$ cat config.mk
export PLATFORM = sky130hd
export DESIGN_NAME = gpio_wake
export DESIGN_NICKNAME = d
export VERILOG_FILES = /design/src/rtl/gpio_wake.sv
export SDC_FILE = /design/constraint.sdc
export NUM_CORES = 1
export LEC_CHECK = 0
export ABC_CLOCK_PERIOD_IN_PS = 1700
export BUFFER_PORTS_ARGS = -buffer_cell sky130_fd_sc_hd__buf_2
export CORE_MARGIN = 10
export CORE_UTILIZATION = 55
export DETAILED_ROUTE_END_ITERATION = 10
export PLACE_DENSITY = 0.81
export SLEW_MARGIN = 20
export SYNTH_ARGS = -nofsm -noshare
export SYNTH_HDL_FRONTEND = slang
export SYNTH_SLANG_ARGS = --single-unit
$ cat constraint.sdc
create_clock -name clk -period 1.7 [get_ports clk]
set_input_delay 0.34 -clock clk [delete_from_list [all_inputs] [get_ports clk]]
set_output_delay 0.34 -clock clk [all_outputs]
set_load 0.02 [all_outputs]
$ cat src/rtl/gpio_wake.sv
module gpio_wake #(
  parameter int W = 8
) (
  input  logic         clk,
  input  logic         rst_n,
  input  logic         reg_wr,
  input  logic [2:0]   reg_addr,
  input  logic [W-1:0] reg_wdata,
  output logic [W-1:0] reg_rdata,
  input  logic [W-1:0] pad_a_in,
  output logic [W-1:0] pad_a_out,
  output logic [W-1:0] pad_a_oe,
  input  logic [W-1:0] pad_b_in,
  output logic [W-1:0] pad_b_out,
  output logic [W-1:0] pad_b_oe,
  output logic         wake
);
  localparam logic [2:0] AD_A_DATA = 3'd0;
  localparam logic [2:0] AD_B_DATA = 3'd1;
  localparam logic [2:0] AD_A_DIR  = 3'd2;
  localparam logic [2:0] AD_B_DIR  = 3'd3;
  localparam logic [2:0] AD_POL    = 3'd4;
  localparam logic [2:0] AD_EN     = 3'd5;
  localparam logic [2:0] AD_FLAG   = 3'd6;

  logic [W-1:0] a_lat, b_lat, a_dir, b_dir, pol, en, flag;
  logic [W-1:0] a_s1, a_s2, b_s1, b_s2, b_prev;
  logic [W-1:0] hit, clr, a_view, b_view;

  wire wr_at = reg_wr;

  assign hit = en & ((pol & b_s2 & ~b_prev) | (~pol & ~b_s2 & b_prev));
  assign clr = (wr_at && reg_addr == AD_FLAG) ? reg_wdata : '0;

  always_ff @(posedge clk or negedge rst_n) begin
    if (!rst_n) begin
      a_lat  <= '0;
      b_lat  <= '0;
      a_dir  <= '1;
      b_dir  <= '1;
      pol    <= '0;
      en     <= '0;
      flag   <= '0;
      a_s1   <= '0;
      a_s2   <= '0;
      b_s1   <= '0;
      b_s2   <= '0;
      b_prev <= '0;
    end else begin
      a_s1   <= pad_a_in;
      a_s2   <= a_s1;
      b_s1   <= pad_b_in;
      b_s2   <= b_s1;
      b_prev <= b_s2;
      flag   <= (flag & ~clr) | hit;
      if (wr_at) begin
        case (reg_addr)
          AD_A_DATA: a_lat <= reg_wdata;
          AD_B_DATA: b_lat <= reg_wdata;
          AD_A_DIR:  a_dir <= reg_wdata;
          AD_B_DIR:  b_dir <= reg_wdata;
          AD_POL:    pol   <= reg_wdata;
          AD_EN:     en    <= reg_wdata;
          default:   ;
        endcase
      end
    end
  end

  assign a_view = (a_dir & a_s2) | (~a_dir & a_lat);
  assign b_view = (b_dir & b_s2) | (~b_dir & b_lat);

  always_comb begin
    case (reg_addr)
      AD_A_DATA: reg_rdata = a_view;
      AD_B_DATA: reg_rdata = b_view;
      AD_A_DIR:  reg_rdata = a_dir;
      AD_B_DIR:  reg_rdata = b_dir;
      AD_POL:    reg_rdata = pol;
      AD_EN:     reg_rdata = en;
      AD_FLAG:   reg_rdata = flag;
      default:   reg_rdata = '0;
    endcase
  end

  assign pad_a_out = a_lat;
  assign pad_b_out = b_lat;
  assign pad_a_oe  = ~a_dir;
  assign pad_b_oe  = ~b_dir;
  assign wake      = |flag;

  assert_flag_needs_enable_R6: assert property (@(posedge clk) disable iff (!rst_n)
    ((flag & ~$past(flag)) & ~$past(en)) == '0);

  assert_flag_polarity_R5: assert property (@(posedge clk) disable iff (!rst_n)
    ((flag & ~$past(flag)) & ($past(b_s2) ^ $past(pol))) == '0);

  assert_flag_clear_by_write_R7: assert property (@(posedge clk) disable iff (!rst_n)
    ($past(flag) & ~flag & ~$past(clr)) == '0);

  assert_wake_fall_after_clear_R8: assert property (@(posedge clk) disable iff (!rst_n)
    $fell(wake) |-> $past(reg_wr && reg_addr == AD_FLAG));

  assert_oe_a_write_only_R3: assert property (@(posedge clk) disable iff (!rst_n)
    (pad_a_oe != $past(pad_a_oe)) |-> $past(reg_wr && reg_addr == AD_A_DIR));

  assert_oe_b_write_only_R3: assert property (@(posedge clk) disable iff (!rst_n)
    (pad_b_oe != $past(pad_b_oe)) |-> $past(reg_wr && reg_addr == AD_B_DIR));
endmodule

==> tab_implementation.tex, run 1 <==
\begin{tabular}{lr}
\hline
Metric & Value \\
\hline
\multicolumn{2}{l}{\textbf{Run status}} \\
Result of the run & finished, violations left \\
Violated checks & hold timing, setup timing \\
\multicolumn{2}{l}{\textbf{Pwr}} \\
Peak supply drop & 0.919 mV \\
Power per standard cell area & 1210 nW/um\^{}2 \\
Total power draw & 0.00638 W \\
Static leakage power & 2.42 nW \\
\multicolumn{2}{l}{\textbf{Synthesis}} \\
Nets in the synthesized netlist & 339 \\
Portion of the post-synthesis area used by sequential elements & 59.3\% \\
Yosys warning total & 0 \\
Cells after Synth & 309 \\
Number of flops mapped to enable cells by yosys & 0 \\
Mapped cell area & 4090 um\^{}2 \\
Post-Syn Area per Cell & 13.2 um\^{}2 \\
Number of flip-flops and latches in the synthesized netlist & 96 \\
Largest cells by area after synthesis & sky130\_fd\_sc\_hd\_\_dfrtp\_1 (49\%), sky130\_fd\_sc\_hd\_\_mux2\_2 (12\%), sky130\_fd\_sc\_hd\_\_dfstp\_2 (10\%) \\
Primary flip-flop cell chosen by synthesis mapping & sky130\_fd\_sc\_hd\_\_dfrtp\_1 \\
Number of distinct library cell variants in the gate-level netlist after synthesis & 44 \\
Leading area contributor after synthesis & sky130\_fd\_sc\_hd\_\_dfrtp\_1 \\
Area share of the largest cell type after synthesis & 49.0\% \\
Share of synthesized registers carrying an async set or reset & 100\% \\
\multicolumn{2}{l}{\textbf{Timing}} \\
Unrepaired setup endpoints after global routing & true \\
Hold violation count in the final report & 1 \\
Endpoints failing setup & 9 \\
Worst slew slack as a fraction of its limit & 67.0\% \\
Final critical delay including setup and external delays & 2110 ps \\
Final Hold Slack & -3.13 ps \\
Final Slew Violations & 0 \\
Share of the clock period used by the worst path & 124\% \\
Fin worst setup slack & -408 ps \\
Transition time of the tightest slew-check pin & 496 ps \\
Clock skew & 6.69 ps \\
Upper clock frequency limit & 0.474 GHz \\
\multicolumn{2}{l}{\textbf{GRT}} \\
First-pass GRT wire length & 16.7 mm \\
Global route total overflow & 0 \\
Maximum number of pins on one net before global-route repair & 97 \\
Vias in the first global route & 3201 \\
Initial antenna violation count & 0 \\
Overall fraction of global-route tracks in use & 18.6\% \\
\multicolumn{2}{l}{\textbf{Cells and area}} \\
Area overhead of the layout relative to synthesis & 28.6\% \\
Number of fillers in the final layout & 474 \\
Share of final-layout standard cells stronger than drive strength 1 & 51.9\% \\
Count of antenna diodes in the layout & 0 \\
Final Instance Area & 5250 um\^{}2 \\
\# nets final & 455 \\
Final core occ & 72.4\% \\
\multicolumn{2}{l}{\textbf{Route}} \\
Met3 routed WL & 605 um \\
Number of optimization iterations in the first detailed-route pass & 4 \\
Iteration-0 DRC Markers & 145 \\
Via total after detailed routing & 2935 \\
Routed wire length per instance & 19.5 um \\
Met1 Routed Length & 4.15 mm \\
Final antenna-violating net count & 0 \\
DRC violation count after routing & 0 \\
Highest routed layer & met4 \\
Wire length after detailed routing & 10.3 mm \\
Via density per instance & 5.55 \\
DR WL met2 & 5.20 mm \\
\multicolumn{2}{l}{\textbf{Floorplan}} \\
Floorplan row count & 31 \\
Placeable core region & 7250 um\^{}2 \\
Top-level I/O count & 71 \\
Die height & 106 um \\
Horizontal die dimension & 106 um \\
Initial standard-cell utilization of the core & 56.3\% \\
Die Footprint & 11300 um\^{}2 \\
\multicolumn{2}{l}{\textbf{Clock tree}} \\
Latest clock arrival within the worst-skew pair & 370 ps \\
Maximum count of clock buffers along a single path & 2 \\
CTS sink cnt & 96 \\
Register clock-pin slew on the reported worst setup and hold paths & 90 ps \\
Number of buffers created by CTS & 9 \\
CTS Hold Bufs & 0 \\
CTS HTree Levels & 3 \\
Root cell of the clock tree & sky130\_fd\_sc\_hd\_\_clkbuf\_8 \\
Clock tree from TritonCTS & yes \\
\multicolumn{2}{l}{\textbf{Critical path}} \\
Buf/Inv on CP & 1 \\
Crit path max-delay cell type & sky130\_fd\_sc\_hd\_\_dfstp\_2 \\
Worst Setup Path Type & reg2out \\
Data arrival at the endpoint of the critical path & 1770 ps \\
Cells traversed along the worst timing path & mux2i\_1, nor3\_1, or4\_4, buf\_6 \\
Maximum net fanout on the critical path & 2 \\
Critical Path Sink Type & primary output \\
Delay-heaviest family, CP & flip-flops \\
Critical path required time & 1360 ps \\
Critical Path Start Type & register \\
Crit path largest cell delay & 540 ps \\
\multicolumn{2}{l}{\textbf{Place}} \\
Total cell area at the placement stage & 4790 um\^{}2 \\
Post-DP HPWL & 7.10 mm \\
Final weighted congestion in routability-driven placement & 0.837 \\
Worst Setup Slack post-DPL & -214 ps \\
Number of buffer cells added on primary ports & 70 \\
\multicolumn{2}{l}{\textbf{Min path}} \\
Hold WC Path Type & in2async \\
\multicolumn{2}{l}{\textbf{Job}} \\
Max-capacitance violation count & 0 \\
\hline
\end{tabular}
registers in the layout (all words and copies together) (netlist names):
signal / flops
a_dir: 8
a_s1: 8
a_s2: 8
b_dir: 8
b_prev: 8
b_s1: 8
b_s2: 8
en: 8
flag: 8
pad_a_out: 8
pad_b_out: 8
pol: 8
cell families after synthesis:
group                  synth area share (%)
and+or+nand+nor                        9.56
DFF                                    59.3
AOI/OAI and AO/OA                      10.6
muxes                                  16.2
buffers and inverters                  4.32
area by class of cell:
cell class                 count  area (um^2)  area share, %
sequential                    96         2420           46.1
inverter                      21         78.8           1.50
tap                           99          124           2.36
multi-input combinational    179         1610           30.7
clock buffer                  13          139           2.64
clock inverter                 3         67.6           1.29
timing repair buffer         118          812           15.5
where the power goes:
part | leakage [nW] | internal, W | total (W) | switching [W]
Clock | 0.0978 | 0.000832 | 0.00160 | 0.000773
Combinational | 1.23 | 0.000886 | 0.00174 | 0.000856
Sequential | 1.10 | 0.00270 | 0.00303 | 0.000329
Yosys cell counts (7+ instances only):
master and number:
sky130_fd_sc_hd__mux2_4 8, sky130_fd_sc_hd__a22o_1 8, sky130_fd_sc_hd__a22oi_1 8, sky130_fd_sc_hd__dfstp_2 16
sky130_fd_sc_hd__dfrtp_1 80, sky130_fd_sc_hd__nand2_1 28, sky130_fd_sc_hd__o22ai_1 9, sky130_fd_sc_hd__nand2b_1 9
sky130_fd_sc_hd__mux2i_1 7, sky130_fd_sc_hd__mux2_2 42, sky130_fd_sc_hd__o21ai_0 14, sky130_fd_sc_hd__inv_1 21
per-stage QoR:
| stage | setup TNS (ps) | hold WS, ps | cells |
|---|---|---|---|
| 4_1_cts | -2510 | 35.4 | 526 |
| 5_1_grt | -2730 | 31.4 | 529 |
| 2_1_floorplan | -0.454 | 44.4 | 309 |
| 3_3_place_gp | -2360 | 332 | 501 |
| 3_5_place_dp | -3180 | 335 | 501 |
| 6_report | -2260 | -3.13 | 529 |
worst register-to-register path, stage by stage, from the launching register on:
cell and delay [ps]:
sky130_fd_sc_hd__dfrtp_1 420, sky130_fd_sc_hd__nand2b_1 150, sky130_fd_sc_hd__o22ai_1 220, sky130_fd_sc_hd__a22o_1 200
layout by cell type, fill, tap and decap left out, types with 12 or more instances in the layout:
cell / synthesis / layout
sky130_fd_sc_hd__dfstp_2: 16 / 16
sky130_fd_sc_hd__o21ai_0: 14 / 12
sky130_fd_sc_hd__dfrtp_1: 80 / 80
sky130_fd_sc_hd__buf_2: 3 / 58
sky130_fd_sc_hd__inv_1: 21 / 21
sky130_fd_sc_hd__buf_4: 2 / 47
sky130_fd_sc_hd__mux2_4: 8 / 12
sky130_fd_sc_hd__mux2_2: 42 / 38
sky130_fd_sc_hd__nand2_1: 28 / 28
routing by layer:
layer,track usage (%),vias up
li1,-,1341
met1,22.3,1474
met2,30.6,93
met3,5.13,27
met4,8.70,0
met5,0,-
final timing paths:
kind                                      start  slack [ps]  cells after the start              endpoint
hold reg to reg               a_s1[3]$_DFF_PN0_         350                      0     a_s2[3]$_DFF_PN0_
hold / removal                            rst_n          -3                      2    pol[7]$_DFFE_PN0P_
max in group asynchronous                 rst_n        1300                      2  b_dir[6]$_DFFE_PN1P_
setup reg to reg             pol[3]$_DFFE_PN0P_         640                      3     flag[3]$_DFF_PN0_
setup / recovery           b_dir[0]$_DFFE_PN1P_        -410                      4          reg_rdata[0]
min in group clk                    pad_b_in[2]          70                      1     b_s1[2]$_DFF_PN0_
timing repair:
action / CTS / global route
setup endpoints to repair: 9 / 9
gates resized for setup: 26 / 18
setup buffers: 9 / 3
pin swaps: 10 / 10
No activity file was read; power rests on OpenSTA's default activity.
==> run 2, diff against run 1 <==
- CORE_UTILIZATION: 55 -> 40
- PLACE_DENSITY: 0.81 -> 0.62
==> run 2 against run 1 <==
Maximum frequency increased by 1.6%; power decreased by 0.12%; die area increased by 30%; worst setup slack improved by 33 ps; critical endpoint unchanged; sequential share of layout area decreased by 0.62 points; global-route usage decreased by 4.1 points; register-to-register slack improved by 50 ps; sequential power about the same; clock power increased by 6%; critical path type unchanged; combinational power decreased by 3%; the flow finishes with violations (setup timing); design area increased by 1.4%.
==> tab_implementation.tex, run 2 (synthesis gave the netlist of run 1 again) <==
\begin{tabular}{lr}
\hline
Metric & Value \\
\hline
\multicolumn{2}{l}{\textbf{Critical path}} \\
Endpoint of the lowest-slack register-to-register path & flag[0]\$\_DFF\_PN0\_ \\
Crit path max-delay cell type & sky130\_fd\_sc\_hd\_\_dfstp\_2 \\
Critical path required time & 1360 ps \\
Critical Path Start Type & register \\
Cells traversed along the worst timing path & mux2i\_1, nor3\_1, or4\_4, buf\_6 \\
Worst reg-to-reg setup slack & 690 ps \\
Reg-to-Reg Start & b\_s2[0]\$\_DFF\_PN0\_ \\
Worst r2r path cells & 4 \\
Critical Path Sink Type & primary output \\
Crit path largest cell delay & 550 ps \\
Data arrival at the endpoint of the critical path & 1730 ps \\
Maximum net fanout on the critical path & 2 \\
Worst Setup Path Type & reg2out \\
\multicolumn{2}{l}{\textbf{Floorplan}} \\
Horizontal die dimension & 121 um \\
Initial standard-cell utilization of the core & 41.4\% \\
Die height & 121 um \\
Die Footprint & 14700 um\^{}2 \\
Placeable core region & 9860 um\^{}2 \\
Top-level I/O count & 71 \\
Floorplan row count & 36 \\
\multicolumn{2}{l}{\textbf{Route}} \\
Met1 Routed Length & 4.52 mm \\
Routed wire length per instance & 17.8 um \\
DR WL met2 & 4.88 mm \\
Number of optimization iterations in the first detailed-route pass & 4 \\
Via total after detailed routing & 2823 \\
Wire length after detailed routing & 10.1 mm \\
Highest routed layer & met4 \\
Met3 routed WL & 513 um \\
DRC violation count after routing & 0 \\
Via density per instance & 4.99 \\
Final antenna-violating net count & 0 \\
Iteration-0 DRC Markers & 149 \\
\multicolumn{2}{l}{\textbf{Timing}} \\
Share of the clock period used by the worst path & 122\% \\
Upper clock frequency limit & 0.482 GHz \\
Fin worst setup slack & -375 ps \\
Hold violation count in the final report & 0 \\
Final critical delay including setup and external delays & 2070 ps \\
Endpoints failing setup & 9 \\
Worst slew slack as a fraction of its limit & 73.2\% \\
Unrepaired setup endpoints after global routing & true \\
Final Slew Violations & 0 \\
Transition time of the tightest slew-check pin & 402 ps \\
Final sum of negative setup slack & -2410 ps \\
Clock skew & 8.06 ps \\
\multicolumn{2}{l}{\textbf{Pwr}} \\
Switching power & 0.00196 W \\
Cell Int Power & 0.00441 W \\
Share of power burned in registers & 47.0\% \\
Combinational Power Share & 26.4\% \\
Static leakage power & 2.45 nW \\
Portion of total power attributed to the clock network & 26.6\% \\
Peak supply drop & 0.891 mV \\
Power per standard cell area & 1200 nW/um\^{}2 \\
Total power draw & 0.00637 W \\
Sw Share & 30.8\% \\
\multicolumn{2}{l}{\textbf{Clock tree}} \\
CTS sink cnt & 96 \\
Clock tree from TritonCTS & yes \\
Root cell of the clock tree & sky130\_fd\_sc\_hd\_\_clkbuf\_8 \\
Maximum count of clock buffers along a single path & 2 \\
Latest clock arrival within the worst-skew pair & 380 ps \\
Number of buffers created by CTS & 9 \\
CTS HTree Levels & 3 \\
Register clock-pin slew on the reported worst setup and hold paths & 100 ps \\
\multicolumn{2}{l}{\textbf{Min path}} \\
Hold WC Path Type & in2reg \\
Critical hold path startpoint & pad\_a\_in[5] \\
Min-Delay Path Depth & 1 \\
Destination of the worst hold path & a\_s1[5]\$\_DFF\_PN0\_ \\
\multicolumn{2}{l}{\textbf{Place}} \\
Worst Setup Slack post-DPL & -165 ps \\
Post-DP HPWL & 7.36 mm \\
Number of buffer cells added on primary ports & 70 \\
Final weighted congestion in routability-driven placement & 0.836 \\
\multicolumn{2}{l}{\textbf{Run status}} \\
Violated checks & setup timing \\
Result of the run & finished, violations left \\
\multicolumn{2}{l}{\textbf{Cells and area}} \\
Commonest non-fill, non-tap cell in the layout & sky130\_fd\_sc\_hd\_\_dfrtp\_1 \\
Area overhead of the layout relative to synthesis & 30.4\% \\
Count of antenna diodes in the layout & 0 \\
Share of final-layout standard cells stronger than drive strength 1 & 52.7\% \\
\# nets final & 458 \\
Leading cell types in the layout, fill and taps excluded & sky130\_fd\_sc\_hd\_\_dfrtp\_1 (80), sky130\_fd\_sc\_hd\_\_buf\_2 (61), sky130\_fd\_sc\_hd\_\_buf\_4 (50) \\
\multicolumn{2}{l}{\textbf{GRT}} \\
Vias in the first global route & 3121 \\
Maximum number of pins on one net before global-route repair & 31 \\
Initial antenna violation count & 0 \\
Global route total overflow & 0 \\
First-pass GRT wire length & 16.8 mm \\
Overall fraction of global-route tracks in use & 14.6\% \\
\multicolumn{2}{l}{\textbf{Job}} \\
Max-capacitance violation count & 0 \\
\hline
\end{tabular}
-- run 2: cell types whose count changed in the layout (fill, tap and decap cells not counted), moves of 2 or more --
| cell | previous run | this run |
|---|---|---|
| sky130_fd_sc_hd__a22oi_1 | 1 | 3 |
| sky130_fd_sc_hd__a22oi_2 | 7 | 5 |
| sky130_fd_sc_hd__buf_12 | 3 | 5 |
| sky130_fd_sc_hd__buf_2 | 58 | 61 |
| sky130_fd_sc_hd__buf_4 | 47 | 50 |
| sky130_fd_sc_hd__buf_6 | 9 | 4 |
| sky130_fd_sc_hd__clkbuf_1 | 4 | 0 |
| sky130_fd_sc_hd__inv_6 | 0 | 2 |
| sky130_fd_sc_hd__o21ai_1 | 5 | 3 |
-- run 2: repair_timing --
action | CTS | global route
gates cloned | 0 | 0
buffers inserted | 9 | 0
hold buffers | 1 | 0
pin swaps | 8 | 2
setup endpoints to repair | 9 | 9
hold endpoints to repair | 20 | 0
resized for setup | 30 | 2
-- run 2: area by class of cell --
type / instances / area, um^2
clock buffer: 9 / 124
clock inverter: 7 / 103
fill: 849 / 4540
inverter: 21 / 78.8
multi-input combinational: 179 / 1600
sequential: 96 / 2420
tap: 133 / 166
timing repair buffer: 121 / 836
-- run 2: metal layers --
| metal | up-vias | track usage (%) |
|---|---|---|
| li1 | 1346 | - |
| met1 | 1397 | 18.5 |
| met2 | 65 | 22.9 |
| met3 | 15 | 4.42 |
| met4 | 0 | 5.13 |
| met5 | - | 0 |
-- run 2: worst max-delay path: cells and delay by family, from the launching register on --
family	cells	cell delay, ps
flip-flops	1	550
multiplexers	1	180
buffers and inverters	1	150
AND/OR/NAND/NOR	2	480
-- run 2: how the worst max path moves through the flow --
stage,start,endpoint,cells after the start
after floorplan,reg_addr[1],reg_rdata[1],5
after global routing,a_dir[0]$_DFFE_PN1P_,reg_rdata[0],4
final,b_dir[0]$_DFFE_PN1P_,reg_rdata[0],4
after detailed placement,reg_addr[1],reg_rdata[6],6
after CTS,b_dir[0]$_DFFE_PN1P_,reg_rdata[0],4
after global placement,reg_addr[1],reg_rdata[6],6
-- run 2: power by group through the flow --
stage / clock [W] / combinational, W / sequential, W
after floorplan: 0 / 0.000858 / 0.00306
after CTS: 0.00176 / 0.00170 / 0.00300
after detailed placement: 0 / 0.00151 / 0.00304
after global routing: 0.00183 / 0.00183 / 0.00306
final: 0.00169 / 0.00168 / 0.00300
after global placement: 0 / 0.00149 / 0.00302
-- run 2: stage by stage --
stage	hold WS (ps)	util [%]	cell area [um^2]	std cells
5_1_grt	41.6	54.0	5330	566
2_1_floorplan	44.4	-	4100	309
4_1_cts	36.5	53.9	5320	566
3_3_place_gp	291	49.6	4890	540
6_report	60.8	54.0	5330	566
3_5_place_dp	298	49.6	4890	540
==> run 3, diff against run 2 <==
- CORE_UTILIZATION: 40 -> 50
- PLACE_DENSITY: 0.62 -> 0.74
- TNS_END_PERCENT: not set -> 20
==> run 3 against run 2 <==
The run still ends with setup timing left; register-to-register slack improved by 50 ps; final cell count is 8.3% lower; first-iteration DRC count is 19% higher; global-route usage increased by 2.5 points; clock power increased by 7%; combinational power down 9.5%; sequential power barely moved; non-clock buffer count fell by 16; die area decreased by 17%; critical path depth stayed put; sequential cell count did not move; critical path type unchanged.
==> tab_implementation.tex, run 3 (synthesis gave the netlist of run 1 again) <==
\begin{tabular}{lr}
\hline
Metric & Value \\
\hline
\multicolumn{2}{l}{\textbf{Floorplan}} \\
Initial standard-cell utilization of the core & 52.1\% \\
Placeable core region & 7850 um\^{}2 \\
Horizontal die dimension & 110 um \\
Floorplan row count & 32 \\
Top-level I/O count & 71 \\
Die Footprint & 12200 um\^{}2 \\
Die height & 110 um \\
\multicolumn{2}{l}{\textbf{Critical path}} \\
Crit path largest cell delay & 550 ps \\
Cells traversed along the worst timing path & mux2i\_1, nor3\_1, or4\_1, buf\_6 \\
Buf/Inv on CP & 1 \\
Reg-to-Reg Start & pol[2]\$\_DFFE\_PN0P\_ \\
Worst Setup Path Type & reg2out \\
Critical Path Sink Type & primary output \\
Endpoint of the lowest-slack register-to-register path & flag[2]\$\_DFF\_PN0\_ \\
Data arrival at the endpoint of the critical path & 1760 ps \\
Crit path max-delay cell type & sky130\_fd\_sc\_hd\_\_dfstp\_2 \\
Worst r2r path cells & 3 \\
Maximum net fanout on the critical path & 2 \\
Worst reg-to-reg setup slack & 740 ps \\
Critical path required time & 1360 ps \\
Critical Path Start Type & register \\
Delay-heaviest family, CP & flip-flops \\
\multicolumn{2}{l}{\textbf{Clock tree}} \\
Latest clock arrival within the worst-skew pair & 360 ps \\
Number of buffers created by CTS & 9 \\
Register clock-pin slew on the reported worst setup and hold paths & 100 ps \\
Root cell of the clock tree & sky130\_fd\_sc\_hd\_\_clkbuf\_8 \\
CTS sink cnt & 96 \\
Maximum count of clock buffers along a single path & 2 \\
Clock tree from TritonCTS & yes \\
CTS HTree Levels & 3 \\
\multicolumn{2}{l}{\textbf{Cells and area}} \\
Commonest non-fill, non-tap cell in the layout & sky130\_fd\_sc\_hd\_\_dfrtp\_1 \\
Count of antenna diodes in the layout & 0 \\
Fin cells & 519 \\
Leading cell types in the layout, fill and taps excluded & sky130\_fd\_sc\_hd\_\_dfrtp\_1 (80), sky130\_fd\_sc\_hd\_\_buf\_2 (65), sky130\_fd\_sc\_hd\_\_mux2\_2 (42) \\
Share of final-layout standard cells stronger than drive strength 1 & 48.9\% \\
Number of fillers in the final layout & 646 \\
Sequential cell area & 2420 um\^{}2 \\
Total area of multi-input combinational cells & 1540 um\^{}2 \\
\# nets final & 442 \\
Area overhead of the layout relative to synthesis & 25.6\% \\
\multicolumn{2}{l}{\textbf{Route}} \\
Final antenna-violating net count & 0 \\
Via total after detailed routing & 2886 \\
Wire length after detailed routing & 9.83 mm \\
Via density per instance & 5.56 \\
Routed wire length per instance & 18.9 um \\
DRC violation count after routing & 0 \\
Iteration-0 DRC Markers & 178 \\
Number of optimization iterations in the first detailed-route pass & 4 \\
\multicolumn{2}{l}{\textbf{Timing}} \\
Clock skew & 11.8 ps \\
Share of the clock period used by the worst path & 123\% \\
Final critical delay including setup and external delays & 2100 ps \\
Hold violation count in the final report & 0 \\
Final sum of negative setup slack & -2500 ps \\
Transition time of the tightest slew-check pin & 401 ps \\
Worst slew slack as a fraction of its limit & 73.3\% \\
Final Slew Violations & 0 \\
Unrepaired setup endpoints after global routing & true \\
Endpoints failing setup & 9 \\
Fin worst setup slack & -399 ps \\
Upper clock frequency limit & 0.476 GHz \\
\multicolumn{2}{l}{\textbf{GRT}} \\
Initial antenna violation count & 0 \\
Maximum number of pins on one net before global-route repair & 42 \\
Global route total overflow & 0 \\
First-pass GRT wire length & 16.1 mm \\
Overall fraction of global-route tracks in use & 17.0\% \\
Vias in the first global route & 3069 \\
\multicolumn{2}{l}{\textbf{Min path}} \\
Hold WC Path Type & in2reg \\
Min-Delay Path Depth & 1 \\
Destination of the worst hold path & a\_s1[0]\$\_DFF\_PN0\_ \\
Critical hold path startpoint & pad\_a\_in[0] \\
\multicolumn{2}{l}{\textbf{Place}} \\
Post-Place Cells & 501 \\
Post-DP HPWL & 7.21 mm \\
Final weighted congestion in routability-driven placement & 0.848 \\
Number of buffer cells added on primary ports & 70 \\
\multicolumn{2}{l}{\textbf{Run status}} \\
Result of the run & finished, violations left \\
Violated checks & setup timing \\
\multicolumn{2}{l}{\textbf{Job}} \\
Max-capacitance violation count & 0 \\
\multicolumn{2}{l}{\textbf{Pwr}} \\
Total power draw & 0.00636 W \\
Peak supply drop & 1.09 mV \\
Static leakage power & 2.37 nW \\
Power per standard cell area & 1240 nW/um\^{}2 \\
\hline
\end{tabular}
==> run 3: cell types whose count changed in the layout (fill, tap and decap cells not counted), moves of 2 or more <==
cell,before,now
sky130_fd_sc_hd__buf_4,50,30
sky130_fd_sc_hd__buf_2,61,65
sky130_fd_sc_hd__mux2_2,38,42
sky130_fd_sc_hd__mux2_4,12,8
sky130_fd_sc_hd__a22oi_1,3,6
sky130_fd_sc_hd__a22oi_2,5,2
sky130_fd_sc_hd__o221ai_1,0,2
sky130_fd_sc_hd__o221ai_2,4,2
==> run 3: per-layer routing <==
| metal | vias to the layer above | wire length, um | global-route usage (%) |
|---|---|---|---|
| met5 | - | 0 | 0 |
| met4 | 0 | 74 | 5.05 |
| met3 | 7 | 682 | 4.99 |
| met2 | 98 | 4950 | 27.1 |
| met1 | 1462 | 4130 | 22.0 |
| li1 | 1319 | - | - |
==> run 3: worst max path at each step <==
stage / startpoint / endpoint / slack, ps / cells past startpoint
floorplan: reg_addr[1] / reg_rdata[0] / -10 / 5
global placement: reg_addr[0] / reg_rdata[2] / -220 / 6
detailed placement: reg_addr[0] / reg_rdata[2] / -220 / 6
CTS: a_dir[0]$_DFFE_PN1P_ / reg_rdata[0] / -400 / 4
global route: b_dir[0]$_DFFE_PN1P_ / reg_rdata[0] / -470 / 4
finish: b_dir[0]$_DFFE_PN1P_ / reg_rdata[0] / -400 / 4
==> run 3: repair_timing <==
action,CTS,global route
hold buffers,1,0
endpoints found under the hold margin,22,0
setup endpoints to repair,9,9
resized for setup,11,4
setup buffers,1,0
pin swaps,2,0
==> run 3: stage by stage <==
| step | instance area [um^2] | worst slack, ps | hold WS, ps | util, % |
|---|---|---|---|---|
| 3_5_place_dp | 4800 | -222 | 297 | 61.2 |
| 4_1_cts | 5110 | -395 | 58.4 | 65.1 |
| 5_1_grt | 5130 | -465 | 61.0 | 65.4 |
| 2_1_floorplan | 4100 | -9.84 | 44.4 | - |
| 3_3_place_gp | 4800 | -219 | 294 | 61.2 |
| 6_report | 5130 | -399 | 74.6 | 65.4 |
==> run 3: power breakdown <==
| part | internal [W] | switching (W) |
|---|---|---|
| logic | 0.000749 | 0.000775 |
| clock network | 0.00103 | 0.000789 |
| registers | 0.00270 | 0.000319 |
==> run 3: cell type report <==
cell class,count,area share (%)
inverter,21,1.54
timing repair buffer,105,13.9
sequential,96,47.2
multi-input combinational,179,30.0
clock inverter,6,2.20
tap,102,2.49
clock buffer,10,2.68
